**src/rtl/mgmt_bridge_pkg.sv**
```systemverilog
package mgmt_bridge_pkg;

    localparam int PHY_AW     = 5;
    localparam int REG_AW     = 5;
    localparam int DATA_W     = 16;
    localparam int RESP_SLOTS = DATA_W + 2;

    localparam logic [1:0] OP_RD = 2'b10;
    localparam logic [1:0] OP_WR = 2'b01;

    typedef enum logic [2:0] {
        S_HUNT,
        S_START,
        S_OP,
        S_PHY,
        S_REG,
        S_TA,
        S_WDATA,
        S_RESP
    } rx_state_e;

    typedef struct packed {
        logic              rd;
        logic              wr;
        logic [REG_AW-1:0] addr;
        logic [DATA_W-1:0] wdata;
    } bus_req_t;

    typedef struct packed {
        logic              ok;
        logic [DATA_W-1:0] data;
    } rd_result_t;

    function automatic logic op_known(input logic [1:0] op);
        return (op == OP_RD) || (op == OP_WR);
    endfunction

endpackage

```
**src/rtl/mgmt_frame_rx.sv**
```systemverilog
module mgmt_frame_rx
    import mgmt_bridge_pkg::*;
#(
    parameter int PHY_ADDR     = 0,
    parameter int PREAMBLE_MIN = 32
) (
    input  logic     clk,
    input  logic     rst,
    input  logic     ce,
    input  logic     mdi,
    output bus_req_t req
);

    localparam int PW = $clog2(PREAMBLE_MIN + 1);
    localparam int CW = $clog2(RESP_SLOTS);
    localparam logic [PW-1:0] PRE_TOP   = PW'(PREAMBLE_MIN);
    localparam logic [CW-1:0] OP_LAST   = CW'(1);
    localparam logic [CW-1:0] PHY_LAST  = CW'(PHY_AW - 1);
    localparam logic [CW-1:0] REG_LAST  = CW'(REG_AW - 1);
    localparam logic [CW-1:0] DATA_LAST = CW'(DATA_W - 1);
    localparam logic [CW-1:0] RESP_LAST = CW'(RESP_SLOTS - 1);

    rx_state_e         state;
    logic [PW-1:0]     ones;
    logic [CW-1:0]     cnt;
    logic [1:0]        op_q;
    logic [PHY_AW-1:0] phy_q;
    logic [REG_AW-1:0] reg_q;
    logic [DATA_W-1:0] wd_q;

    logic [1:0]        op_n;
    logic [PHY_AW-1:0] phy_n;
    logic [REG_AW-1:0] reg_n;
    logic [DATA_W-1:0] wd_n;

    assign op_n  = {op_q[0], mdi};
    assign phy_n = {phy_q[PHY_AW-2:0], mdi};
    assign reg_n = {reg_q[REG_AW-2:0], mdi};
    assign wd_n  = {wd_q[DATA_W-2:0], mdi};

    // Requests fire on the very strobe that completes the field.
    always_comb begin
        req       = '0;
        req.addr  = (state == S_REG) ? reg_n : reg_q;
        req.wdata = wd_n;
        req.rd    = ce && (state == S_REG) && (cnt == REG_LAST) && (op_q == OP_RD);
        req.wr    = ce && (state == S_WDATA) && (cnt == DATA_LAST);
    end

    always_ff @(posedge clk) begin
        if (rst) begin
            state <= S_HUNT;
            ones  <= '0;
            cnt   <= '0;
            op_q  <= '0;
            phy_q <= '0;
            reg_q <= '0;
            wd_q  <= '0;
        end else if (ce) begin
            case (state)
                S_HUNT: begin
                    if (mdi) begin
                        if (ones != PRE_TOP) ones <= ones + 1'b1;
                    end else begin
                        if (ones == PRE_TOP) state <= S_START;
                        ones <= '0;
                    end
                end
                S_START: begin
                    cnt   <= '0;
                    state <= mdi ? S_OP : S_HUNT;
                end
                S_OP: begin
                    op_q <= op_n;
                    if (cnt == OP_LAST) begin
                        cnt   <= '0;
                        state <= op_known(op_n) ? S_PHY : S_HUNT;
                    end else begin
                        cnt <= cnt + 1'b1;
                    end
                end
                S_PHY: begin
                    phy_q <= phy_n;
                    if (cnt == PHY_LAST) begin
                        cnt   <= '0;
                        state <= (phy_n == PHY_AW'(PHY_ADDR)) ? S_REG : S_HUNT;
                    end else begin
                        cnt <= cnt + 1'b1;
                    end
                end
                S_REG: begin
                    reg_q <= reg_n;
                    if (cnt == REG_LAST) begin
                        cnt   <= '0;
                        state <= (op_q == OP_RD) ? S_RESP : S_TA;
                    end else begin
                        cnt <= cnt + 1'b1;
                    end
                end
                S_TA: begin
                    if (cnt == OP_LAST) begin
                        cnt   <= '0;
                        state <= S_WDATA;
                    end else begin
                        cnt <= cnt + 1'b1;
                    end
                end
                S_WDATA: begin
                    wd_q <= wd_n;
                    if (cnt == DATA_LAST) begin
                        cnt   <= '0;
                        state <= S_HUNT;
                    end else begin
                        cnt <= cnt + 1'b1;
                    end
                end
                S_RESP: begin
                    if (cnt == RESP_LAST) begin
                        cnt   <= '0;
                        state <= S_HUNT;
                    end else begin
                        cnt <= cnt + 1'b1;
                    end
                end
                default: state <= S_HUNT;
            endcase
        end
    end

endmodule

```
**src/rtl/mgmt_bus_ctl.sv**
```systemverilog
module mgmt_bus_ctl
    import mgmt_bridge_pkg::*;
#(
    parameter int ACK_TIMEOUT = 16
) (
    input  logic              clk,
    input  logic              rst,
    input  bus_req_t          req,
    input  logic              abort,
    input  logic              ack,
    input  logic              err,
    input  logic [DATA_W-1:0] data_read,
    output logic              cyc,
    output logic              we,
    output logic [REG_AW-1:0] addr,
    output logic [DATA_W-1:0] wdata,
    output rd_result_t        res
);

    localparam int TW = $clog2(ACK_TIMEOUT + 1);
    localparam logic [TW-1:0] T_LAST = TW'(ACK_TIMEOUT - 1);

    logic [TW-1:0]     timer;
    logic              ok_q;
    logic [DATA_W-1:0] data_q;

    always_ff @(posedge clk) begin
        if (rst) begin
            cyc    <= 1'b0;
            we     <= 1'b0;
            addr   <= '0;
            wdata  <= '0;
            timer  <= '0;
            ok_q   <= 1'b0;
            data_q <= '0;
        end else if (req.rd || req.wr) begin
            cyc   <= 1'b1;
            we    <= req.wr;
            addr  <= req.addr;
            wdata <= req.wdata;
            timer <= '0;
            if (req.rd) ok_q <= 1'b0;
        end else if (cyc) begin
            if (ack) begin
                cyc <= 1'b0;
                if (!we) begin
                    ok_q   <= 1'b1;
                    data_q <= data_read;
                end
            end else if (err || abort || (timer == T_LAST)) begin
                cyc <= 1'b0;
            end else begin
                timer <= timer + 1'b1;
            end
        end
    end

    // An acknowledge landing on the decision edge still counts.
    always_comb begin
        res.ok   = ok_q || (cyc && !we && ack);
        res.data = ok_q ? data_q : data_read;
    end

endmodule

```
**src/rtl/mgmt_resp_tx.sv**
```systemverilog
module mgmt_resp_tx
    import mgmt_bridge_pkg::*;
(
    input  logic       clk,
    input  logic       rst,
    input  logic       ce,
    input  logic       start,
    input  rd_result_t res,
    output logic       abort,
    output logic       mdo,
    output logic       mdo_valid
);

    localparam int CW = $clog2(RESP_SLOTS);
    localparam logic [CW-1:0] SLOT_LAST = CW'(RESP_SLOTS - 1);

    logic              active;
    logic              good;
    logic [CW-1:0]     slot;
    logic [DATA_W-1:0] sh;

    assign abort = ce && active && (slot == '0) && !res.ok;

    always_ff @(posedge clk) begin
        if (rst) begin
            active    <= 1'b0;
            good      <= 1'b0;
            slot      <= '0;
            sh        <= '0;
            mdo       <= 1'b0;
            mdo_valid <= 1'b0;
        end else if (start) begin
            active    <= 1'b1;
            good      <= 1'b0;
            slot      <= '0;
            mdo       <= 1'b0;
            mdo_valid <= 1'b0;
        end else if (ce && active) begin
            slot <= slot + 1'b1;
            if (slot == '0) begin
                good      <= res.ok;
                sh        <= res.data;
                mdo       <= 1'b0;
                mdo_valid <= res.ok;
            end else if (slot == SLOT_LAST) begin
                active    <= 1'b0;
                mdo       <= 1'b0;
                mdo_valid <= 1'b0;
            end else begin
                mdo       <= sh[DATA_W-1];
                mdo_valid <= good;
                sh        <= {sh[DATA_W-2:0], 1'b0};
            end
        end
    end

endmodule

```
**src/rtl/mgmt_serial_bridge.sv**
```systemverilog
module mgmt_serial_bridge
    import mgmt_bridge_pkg::*;
#(
    parameter int PHY_ADDR     = 0,
    parameter int PREAMBLE_MIN = 32,
    parameter int ACK_TIMEOUT  = 16
) (
    input  logic              clk,
    input  logic              rst,
    input  logic              ce,
    input  logic              mdi,
    output logic              mdo,
    output logic              mdo_valid,
    output logic              cyc,
    output logic              stb,
    output logic              we,
    output logic [REG_AW-1:0] addr,
    output logic [DATA_W-1:0] data_write,
    input  logic [DATA_W-1:0] data_read,
    input  logic              ack,
    input  logic              err
);

    bus_req_t   req;
    rd_result_t res;
    logic       abort;
    logic       cyc_i;

    mgmt_frame_rx #(
        .PHY_ADDR    (PHY_ADDR),
        .PREAMBLE_MIN(PREAMBLE_MIN)
    ) u_rx (
        .clk(clk),
        .rst(rst),
        .ce (ce),
        .mdi(mdi),
        .req(req)
    );

    mgmt_bus_ctl #(
        .ACK_TIMEOUT(ACK_TIMEOUT)
    ) u_bus (
        .clk      (clk),
        .rst      (rst),
        .req      (req),
        .abort    (abort),
        .ack      (ack),
        .err      (err),
        .data_read(data_read),
        .cyc      (cyc_i),
        .we       (we),
        .addr     (addr),
        .wdata    (data_write),
        .res      (res)
    );

    mgmt_resp_tx u_tx (
        .clk      (clk),
        .rst      (rst),
        .ce       (ce),
        .start    (req.rd),
        .res      (res),
        .abort    (abort),
        .mdo      (mdo),
        .mdo_valid(mdo_valid)
    );

    assign cyc = cyc_i;
    assign stb = cyc_i;

endmodule

```
**config.mk**
```make
export PLATFORM = sky130hd
export DESIGN_NAME = mgmt_serial_bridge
export DESIGN_NICKNAME = d
export VERILOG_FILES = /design/src/rtl/mgmt_bridge_pkg.sv /design/src/rtl/mgmt_frame_rx.sv /design/src/rtl/mgmt_bus_ctl.sv /design/src/rtl/mgmt_resp_tx.sv /design/src/rtl/mgmt_serial_bridge.sv
export SDC_FILE = /design/constraint.sdc
export NUM_CORES = 1
export LEC_CHECK = 0
export BUFFER_PORTS_ARGS = -buffer_cell sky130_fd_sc_hd__buf_4
export CAP_MARGIN = 5
export CORE_UTILIZATION = 60
export DETAILED_ROUTE_END_ITERATION = 12
export PLACE_DENSITY = 0.87
export SLEW_MARGIN = 40
export SYNTH_ARGS = -nofsm -noshare
export SYNTH_HDL_FRONTEND = slang
export SYNTH_SLANG_ARGS = --single-unit
```
**constraint.sdc**
```tcl
create_clock -name clk -period 5.3 [get_ports clk]
set_input_delay 0 -clock clk [delete_from_list [all_inputs] [get_ports clk]]
set_output_delay 0 -clock clk [all_outputs]
set_load 0.02 [all_outputs]
```
# [After elaboration in Yosys (flattened, before gate mapping)]
# Index checks and enable logic that the tools add are counted.
[totals] ff_bits=110 in_bits=22 wordCells=142
[classes] n_addsub=4 n_eq_ne=31 n_mux=41 bitwise_logic=5 reduce_logical=41
[op_table] cell="2-to-1 mux 16 bit" n=3
[op_table] cell="2-to-1 mux 3 bit" n=9
[op_table] cell="2-to-1 mux 5 bit" n=5
[op_table] cell="case mux 5 bit (5 select lines)" n=1
[op_table] cell="case mux 3 bit (8 select lines)" n=1
[op_table] cell="inequality test 2 x 1 -> 1 bit (second input constant)" n=9
[op_table] cell="2-to-1 mux 1 bit" n=17
[op_table] cell="adder 5 x 1 -> 5 bit (second input constant)" n=3
[op_table] cell="== test 3 bit (second input constant)" n=4
[op_table] cell="2-to-1 mux 6 bit" n=2
[op_table] cell="AND reduction 3 bit" n=4
[op_table] cell="== test 5 x 4 -> 1 bit (second input constant)" n=2
[op_table] cell="== test 5 bit (second input constant)" n=2
[op_table] cell="logical AND 1 bit" n=10
[op_table] cell="logical NOT 5 bit" n=2
[op_table] cell="AND reduction 2 bit" n=5
[op_table] cell="AND reduction 9 bit" n=1
[op_table] cell="inequality test 2 bit (second input constant)" n=4
[op_table] cell="AND reduction 4 bit" n=2
[op_table] cell="nonzero test 2 bit" n=4
[op_table] cell="OR reduction 2 bit" n=4
[op_table] cell="adder 6 x 1 -> 6 bit (second input constant)" n=1
[op_table] cell="== test 3 x 2 -> 1 bit (second input constant)" n=2
[op_table] cell="== test 6 bit (second input constant)" n=1
[op_table] cell="other kinds (12)" n=24

# [Depth between registers and ports, before layout]
# Gate-level depths: netlist (run 1).
[logic_depth] word_depth=12 depth_mapped=10 mapped_depth_nobuf=9

# [Hierarchy]
# From an unflattened synthesis (run 1), not the netlist that was laid out.
[unflattened] hier_cells=616 hier_area_um2=5315.1
[modules_own_cells] mod="mgmt_frame_rx" n_inst=1 cells_each=247 area_each_um2=2030.7 seq_area_each_um2=800.8
[modules_own_cells] mod="mgmt_bus_ctl" n_inst=1 cells_each=223 area_each_um2=1990.7 seq_area_each_um2=900.9
[modules_own_cells] mod="mgmt_resp_tx" n_inst=1 cells_each=145 area_each_um2=1286.2 seq_area_each_um2=500.5
[modules_own_cells] mod="mgmt_serial_bridge" n_inst=1 cells_each=1 area_each_um2=7.5 seq_area_each_um2=0.0

# [Least setup slack after synthesis (run 1)]
# Ideal clock, no wire load.
[synth_path] path_kind="register to register" startpoint="register u_bus.timer[0]" endpoint="register u_bus.timer[1]" setup_ns=0.119 arrival_time_ns=1.938 t_required_ns=5.181 slack_ns=3.243 path_stages_with_launch=8 path_buffers=0 synth_period_minus_slack_ns=2.057 path_cell_list="dfxtp_1 > ha_1 > and3_1 > ha_1 > or4b_2 > nor2_2 > mux2i_1 > nor2_1"
[synth_between] elab_chain_cells=4
[synth_rtl] item="from (decl)" line_no="mgmt_bus_ctl.sv:23" source="logic [TW-1:0] timer;"
[synth_rtl] item="from (signal assigned)" line_no="mgmt_bus_ctl.sv:53" source="timer <= timer + 1'b1;"
[synth_rtl] item="branches (longest 4 deep; another with adder 5 x 1 -> 5 bit)"
# Several ways; the timed one is not identified.
# A chain may end at the register's enable or synchronous reset.

# [Worst setup path in the final report (run 1)]
[layout_path] startpoint="register u_rx.state[2]" endpoint="register u_tx.sh[11]"
[layout_between] elab_chain_cells=6
[layout_rtl] item="from (decl)" line_no="mgmt_frame_rx.sv:23" source="rx_state_e state;"
[layout_rtl] item="from (signal assigned)" line_no="mgmt_frame_rx.sv:71" source="state <= mdi ? S_OP : S_HUNT;"
[layout_rtl] item="from (signal assigned)" line_no="mgmt_frame_rx.sv:77" source="state <= op_known(op_n) ? S_PHY : S_HUNT;"
[layout_rtl] item="from (signal assigned)" line_no="mgmt_frame_rx.sv:86" source="state <= (phy_n == PHY_AW'(PHY_ADDR)) ? S_REG : S_HUNT;"
[layout_rtl] item="== test 3 bit" line_no="mgmt_frame_rx.sv:46" source="req.rd = ce && (state == S_REG) && (cnt == REG_LAST) && (op_q == OP_RD);"
[layout_rtl] item="logical AND 1 bit (3 in series)" line_no="mgmt_frame_rx.sv:46"
[layout_rtl] item="inverter 1 bit (no line)"
[layout_rtl] item="AND reduction 3 bit (no line)"
[layout_rtl] item="to (signal assigned)" line_no="mgmt_resp_tx.sv:42" source="sh <= res.data;"
[layout_rtl] item="to (signal assigned)" line_no="mgmt_resp_tx.sv:52" source="sh <= {sh[DATA_W-2:0], 1'b0};"
[layout_rtl] item="to (decl)" line_no="mgmt_resp_tx.sv:20" source="logic [DATA_W-1:0] sh;"
# Every way passes these cells.

==> results of run 1 <==
worst reg2reg max path, delay by kind of cell (launching register included):
family	cells	cell delay [ns]
AOI/OAI and AO/OA	1	0.17
and+or+nand+nor	4	1.60
DFF	1	0.79
what timing repair did:
item | in CTS | in global routing
hold endpoints to repair | 20 | 0
buffers inserted | 0 | 0
hold buffers | 17 | 0
layer usage:
layer | GRT usage, % | up-vias
li1 | - | 2127
met1 | 29.9 | 1996
met2 | 47.5 | 104
met3 | 5.37 | 18
met4 | 8.21 | 0
met5 | 0 | -
layout by cell type (no fill, tap or decap), drive strengths merged, types with 2 or more instances in the layout:
cell         synthesis  routed
xnor2                6       6
buf                 20      49
a21oi               80      80
clkbuf              21      10
xor2                 6       6
o32ai                2       2
nor4b                2       2
inv                 13      16
nand3               10      10
or3                  3       3
or4b                 2       2
nor3                 7       7
o211ai              18      18
nand2              140     140
and3                 3       3
nand3b               2       2
nand4b               2       2
mux2i               28      28
nand4                6       6
a211oi               6       6
o21ai               26      26
nand4bb              2       2
nor4                 2       2
nor3b                5       5
dfxtp              110     110
nand2b               3       3
a32oi                2       2
nor2                40      40
o211a                2       2
nor2b                4       4
dlygate4sd3          0      17
ha                  12      12
state kept, by name, summed over array words and instances (netlist names):
signal	cells
u_bus.data_q	16
u_bus.wdata	16
u_tx.sh	16
u_rx.wd_q	15
u_rx.ones	6
u_bus.addr	5
u_bus.timer	5
u_rx.cnt	5
u_rx.reg_q	5
u_tx.slot	5
u_rx.phy_q	4
u_rx.state	3
u_rx.op_q	2
u_bus.cyc	1
u_bus.ok_q	1
u_bus.we	1
u_tx.active	1
u_tx.good	1
u_tx.mdo	1
u_tx.mdo_valid	1
per-stage QoR:
stage	utilization (%)	instances	hold WS [ns]	power, µW	setup slack, ns
floorplan	-	599	0.136	874	3.24
global placement	67.0	709	0.257	891	2.75
detailed placement	67.1	709	0.267	892	2.71
CTS	71.8	742	0.0474	1420	2.70
global route	71.9	742	0.0623	1450	2.43
finish	71.9	742	0.0534	1410	2.66
area by class of cell:
| type | count | area share, % |
|---|---|---|
| tap | 102 | 2.25 |
| timing repair buffer | 66 | 9.55 |
| clock buffer | 10 | 2.25 |
| clock inverter | 6 | 1.37 |
| sequential | 110 | 38.9 |
| inverter | 13 | 0.861 |
| multi-input combinational | 435 | 44.9 |
kinds of logic after synthesis:
| kind of cell | count (synthesis) | synth area share, % |
|---|---|---|
| and+or+nand+nor | 238 | 22.5 |
| xor gates and xnor gates | 12 | 2.11 |
| DFF | 110 | 44.3 |
| adders and majority gates | 12 | 3.02 |
| muxes | 29 | 5.86 |
| buffers and inverters | 54 | 4.73 |
| AOI/OAI and AO/OA | 144 | 17.5 |
power groups by stage:
stage / clock, µW / combinational (µW) / sequential, µW
final: 526 / 55.8 / 828
after global routing: 563 / 61.1 / 828
after CTS: 539 / 55.0 / 828
after detailed placement: 0 / 44.7 / 847
after global placement: 0 / 43.7 / 847
after floorplan: 0 / 26.6 / 847
how the worst max path moves through the flow:
stage / endpoint / slack [ns] / cells past startpoint
after floorplan: u_bus.timer[1] / 3.24 / 7
after global placement: u_tx.sh[15] / 2.75 / 5
after detailed placement: u_tx.sh[11] / 2.71 / 5
after CTS: u_tx.sh[11] / 2.70 / 5
after global routing: u_tx.sh[11] / 2.43 / 5
final: u_tx.sh[11] / 2.66 / 5
==> flow_summary.json, run 1 <==
{
  "vias": 4245,
  "setup_viol": 0,
  "critPathRequiredTime_ns": 5.60,
  "insertedDiodeCount": 0,
  "peakVddDrop_mv": 0.166,
  "grt_overflow": 0,
  "rrSetupSlack_ns": 2.66,
  "holdPathEnd": "u_tx.active",
  "numCtsBuffers": 9,
  "antenna_found_initial": 0,
  "cp-end-kind": "flip-flop",
  "htreeDepth": 3,
  "final_area_mm2": 0.00567,
  "ant_nets": 0,
  "critPathLaunchType": "flip-flop",
  "io_pins": 48,
  "tightest_slew_ns": 0.791,
  "drt_iter0_drc": 257,
  "holdPathStages": 4,
  "synth_cell_types": 58,
  "drt_pass1_iterations": 5,
  "drc": 0,
  "syn_nets": 633,
  "drive_above_1_share_pct": 12.5,
  "cts_root_buffer": "clkbuf_8",
  "cts_tree": "built",
  "met3_wirelength_um": 543,
  "dieArea_mm2": 0.00866,
  "combPwrFrac_pct": 4.0,
  "p_int_uw": 1080,
  "crit_chain": "nand4bb_1 > nor3_4 > or3_1 > nand2_1 > a21oi_1",
  "clk_path_buf_depth": 2,
  "multiInputGateArea_mm2": 0.00254,
  "ys_async_sr_fraction_pct": 0,
  "drv_slew": 0,
  "cp_slowest_stage_delay_ns": 0.79,
  "crit_family": "simple AND/OR/NAND/NOR gates",
  "grt_max_degree": 89,
  "grt_usage_pct": 25.9,
  "post-route-min-period_ns": 2.64,
  "cap_violations": 0,
  "min_from": "ce",
  "place_area_mm2": 0.00529,
  "crit_path_top_delay_cell": "dfxtp_1",
  "post_cts_resized": 0,
  "ys_top_cells_by_count": "140 x nand2_1, 110 x dfxtp_1, 79 x a21oi_1",
  "seq_area_mm2": 0.00220,
  "core_mm2": 0.00789,
  "synth_warnings": 0,
  "routed.top_layer": "met4",
  "finalSetupTns_ns": 0,
  "yosys.area.top_type": "dfxtp_1",
  "crit_buf_inv": 0,
  "cp.arrival_ns": 2.94,
  "timing.rr.start": "u_rx.state[2]",
  "synth.avg_cell_area_um2": 8.30,
  "avgViaCountPerCell": 5.72,
  "wl_met1_um": 4420,
  "gp_congestion": 0.850,
  "ff2ff_path_depth": 5,
  "grt_pass1_wl_um": 18100,
  "layout.nets": 669,
  "finalHoldViolations": 0,
  "synthToLayoutAreaGrowth_pct": 14.0,
  "initial_utilization_pct": 63.0,
  "clockPowerShare_pct": 37.3,
  "ys_top_cells_by_area": "dfxtp_1 44%, nand2_1 11%, a21oi_1 8.0%",
  "max_freq_ghz": 0.379,
  "rsz0062_at_grt": "no",
  "syn_inst": 599,
  "synth.yosys.seq_area_share_pct": 44.3,
  "r2r-end": "u_tx.sh[11]",
  "hpwlAfterDp_um": 6710,
  "cts_sinks": 110,
  "clk_pin_slew_ns": 0.11,
  "slew_headroom_pct": 47.1,
  "synth_seq_cells": 110,
  "p_switching_uw": 329,
  "p_leak_uw": 0.00204,
  "dr_wl_met2_um": 5410,
  "outcome": "finished, final reports clean",
  "die_height_um": 93.0,
  "drt_wl_total_um": 10500,
  "yosys.area.top_type_share_pct": 44.3,
  "crit_type": "flip-flop to flip-flop",
  "yosysMostFrequentCell": "nand2_1",
  "netlist_area_mm2": 0.00497,
  "power_frac_seq_pct": 58.7,
  "period_share_pct": 49.8,
  "ys.flop_type": "dfxtp_1",
  "clock_latency_ns": 0.38,
  "synth_edf_count": 0,
  "rows": 32,
  "grt_pass1_vias": 4066,
  "cp_max_fo": 25,
  "fillers": 565,
  "switching_share_pct": 23.3,
  "io_buffers": 47,
  "worst_clock_skew_ns": 0.0133,
  "hp-class": "primary input to flip-flop",
  "die_x_um": 93.0,
  "worst_setup_path_startpoint": "u_rx.state[2]",
  "post_drt_wl_per_cell_um": 14.2,
  "power.density_mw_per_mm2": 249
}
No activity file was read; power rests on OpenSTA's default activity.
==> run 2, diff against run 1 <==
--- a/config.mk
+++ b/config.mk
@@ -7,9 +7,9 @@
 export LEC_CHECK = 0
 export BUFFER_PORTS_ARGS = -buffer_cell sky130_fd_sc_hd__buf_4
 export CAP_MARGIN = 5
-export CORE_UTILIZATION = 60
+export CORE_UTILIZATION = 53
 export DETAILED_ROUTE_END_ITERATION = 12
-export PLACE_DENSITY = 0.87
+export PLACE_DENSITY = 0.81
 export SLEW_MARGIN = 40
 export SYNTH_ARGS = -nofsm -noshare
 export SYNTH_HDL_FRONTEND = slang
==> constraint.sdc (replaced) <==
create_clock -name clk -period 2.1 [get_ports clk]
set_input_delay 0 -clock clk [delete_from_list [all_inputs] [get_ports clk]]
set_output_delay 0 -clock clk [all_outputs]
set_load 0.02 [all_outputs]
==> run 2 against run 1 <==
Setup slack got worse by 2.6 ns. Flip-flop and latch count unchanged. Core utilization fell by 4.0 points. Sequential power rose to 2.5 times the previous value. Design area up 6.5%. Total power grew to 2.5 times the previous value. Via count is 4.2% higher. Clock power rose by 150%. Non-clock buffer count up 31. Register-to-register slack got worse by 2.6 ns. Largest cell class unchanged. Routed wire length is 8.3% higher. Global-route usage down 2.9 points.
==> flow_summary.json, run 2 (synthesis results as in run 1) <==
{
  "reg_top3": "u_bus.data_q: 16 flops, u_bus.wdata: 16 flops, u_tx.sh: 16 flops",
  "p_int_uw": 2640,
  "cp.arrival_ns": 2.27,
  "slew_headroom_pct": 55.5,
  "cp_slowest_stage_delay_ns": 0.53,
  "antenna_found_initial": 0,
  "min_from": "ce",
  "numCtsBuffers": 9,
  "crit_type": "flip-flop to flip-flop",
  "gp_congestion": 0.803,
  "holdPathStages": 4,
  "htreeDepth": 3,
  "drt_wl_total_um": 11400,
  "grt_usage_pct": 23.0,
  "hold_ws_ns": 0.0464,
  "io_pins": 48,
  "die_height_um": 98.9,
  "cts_root_buffer": "clkbuf_8",
  "seq_area_mm2": 0.00220,
  "tightest_slew_ns": 0.667,
  "worst_clock_skew_ns": 0.0207,
  "ant_nets": 0,
  "power.density_mw_per_mm2": 588,
  "die_x_um": 98.9,
  "avgViaCountPerCell": 5.68,
  "combPwrFrac_pct": 4.1,
  "instances_no_fill": 779,
  "clk_pin_slew_ns": 0.11,
  "synthToLayoutAreaGrowth_pct": 21.4,
  "critPathLaunchType": "flip-flop",
  "place_ws_ns": -0.0782,
  "clock_latency_ns": 0.39,
  "drt_pass1_iterations": 5,
  "rows": 34,
  "initial_utilization_pct": 55.9,
  "power_frac_seq_pct": 58.9,
  "critPathRequiredTime_ns": 2.37,
  "cts_sinks": 110,
  "clk_path_buf_depth": 2,
  "place_inst": 737,
  "hpwlAfterDp_um": 7280,
  "timing.rr.start": "u_bus.timer[0]",
  "core_mm2": 0.00889,
  "setup_ws_ns": 0.0972,
  "io_buffers": 47,
  "critPathMostFrequentCell": "ha_1",
  "max_freq_ghz": 0.499,
  "cp.depth": 7,
  "insertedDiodeCount": 0,
  "grt_overflow": 0,
  "p_leak_uw": 0.00223,
  "drv_slew": 0,
  "post_drt_wl_per_cell_um": 14.6,
  "dieArea_mm2": 0.00977,
  "cap_violations": 0,
  "crit_chain": "ha_1 > and3_1 > ha_1 > or4b_4 > nor2_4 > mux2i_1 > nor2_1",
  "drive_above_1_share_pct": 17.7,
  "worst_setup_path_startpoint": "u_bus.timer[0]",
  "fillers": 672,
  "post-route-min-period_ns": 2.00,
  "ff2ff_path_depth": 7,
  "drt_iter0_drc": 259,
  "grt_pass1_vias": 4107,
  "hp-class": "primary input to flip-flop",
  "peakVddDrop_mv": 0.380,
  "grt_pass1_wl_um": 18300,
  "finalHoldViolations": 0,
  "crit_family": "simple AND/OR/NAND/NOR gates",
  "layout_common_cells": "140 x nand2_1, 109 x dfxtp_1, 78 x a21oi_1, 72 x buf_4, 38 x nor2_1",
  "outcome": "finished, final reports clean",
  "clockPowerShare_pct": 37.0,
  "switching_share_pct": 25.5,
  "cts_tree": "built",
  "final_common_cell": "nand2_1",
  "fin_util_pct": 67.9,
  "cp_max_fo": 5,
  "layout.nets": 700,
  "setup_viol": 0,
  "cp-end-kind": "flip-flop",
  "crit_path_top_delay_cell": "or4b_4",
  "period_share_pct": 95.4,
  "crit_buf_inv": 0,
  "vias": 4423,
  "multiInputGateArea_mm2": 0.00260,
  "p_switching_uw": 905,
  "grt_max_degree": 66,
  "drc": 0
}
[run 2: cell types whose count changed in the layout (fill, tap and decap cells not counted), sizes merged]
cell and delta:
clkbuf +1, dlygate4sd3 +1, inv +3, buf +28
clkinvlp -1, bufinv -1
[run 2: final timing paths]
kind,slack [ns],endpoint
max reg2reg,0.1,u_bus.timer[1]
max,0.1,u_bus.timer[1]
min reg2reg,0.46,u_bus.wdata[9]
min,0.05,u_tx.active
[run 2: repair_timing]
item	in CTS	in global routing
pin swaps	1	2
gates cloned	0	3
hold buffers	18	0
setup buffers	1	4
gates resized for setup	5	15
setup endpoints to repair	11	60
endpoints found under the hold margin	38	0
[run 2: metrics by stage]
step	total power (µW)	area (µm²)	TNS (ns)
final	3550	6040	0
after global routing	3680	6040	-0.0148
after CTS	3580	5900	0
after detailed placement	2250	5480	-0.245
after global placement	2250	5480	0
after floorplan	2200	4970	0
[run 2: power by group through the flow]
stage | logic, µW | registers [µW] | clock network [µW]
3_5_place_dp | 116 | 2140 | 0
4_1_cts | 143 | 2090 | 1340
5_1_grt | 158 | 2090 | 1430
6_report | 146 | 2090 | 1310
2_1_floorplan | 67.2 | 2140 | 0
3_3_place_gp | 114 | 2140 | 0
[run 2: metal layers]
layer,wire (µm),vias to the layer above,GRT usage [%]
li1,-,2191,-
met1,4950,2116,27.4
met2,5870,98,41.5
met3,443,18,4.89
met4,144,0,7.00
met5,0,-,0
[run 2: cell type report]
type / count / share of cell area (%)
Inverter: 13 / 0.808
Tap cell: 108 / 2.24
Multi-Input combinational cell: 435 / 43.1
Sequential cell: 110 / 36.5
Clock buffer: 9 / 2.05
Timing Repair Buffer: 97 / 14.0
Clock inverter: 7 / 1.35
[run 2: worst min-delay path, delay by kind of cell]
| family | cells | cell delay [ns] |
|---|---|---|
| compound gates | 1 | 0.06 |
| simple gates | 2 | 0.16 |
| buf+inv | 1 | 0.17 |
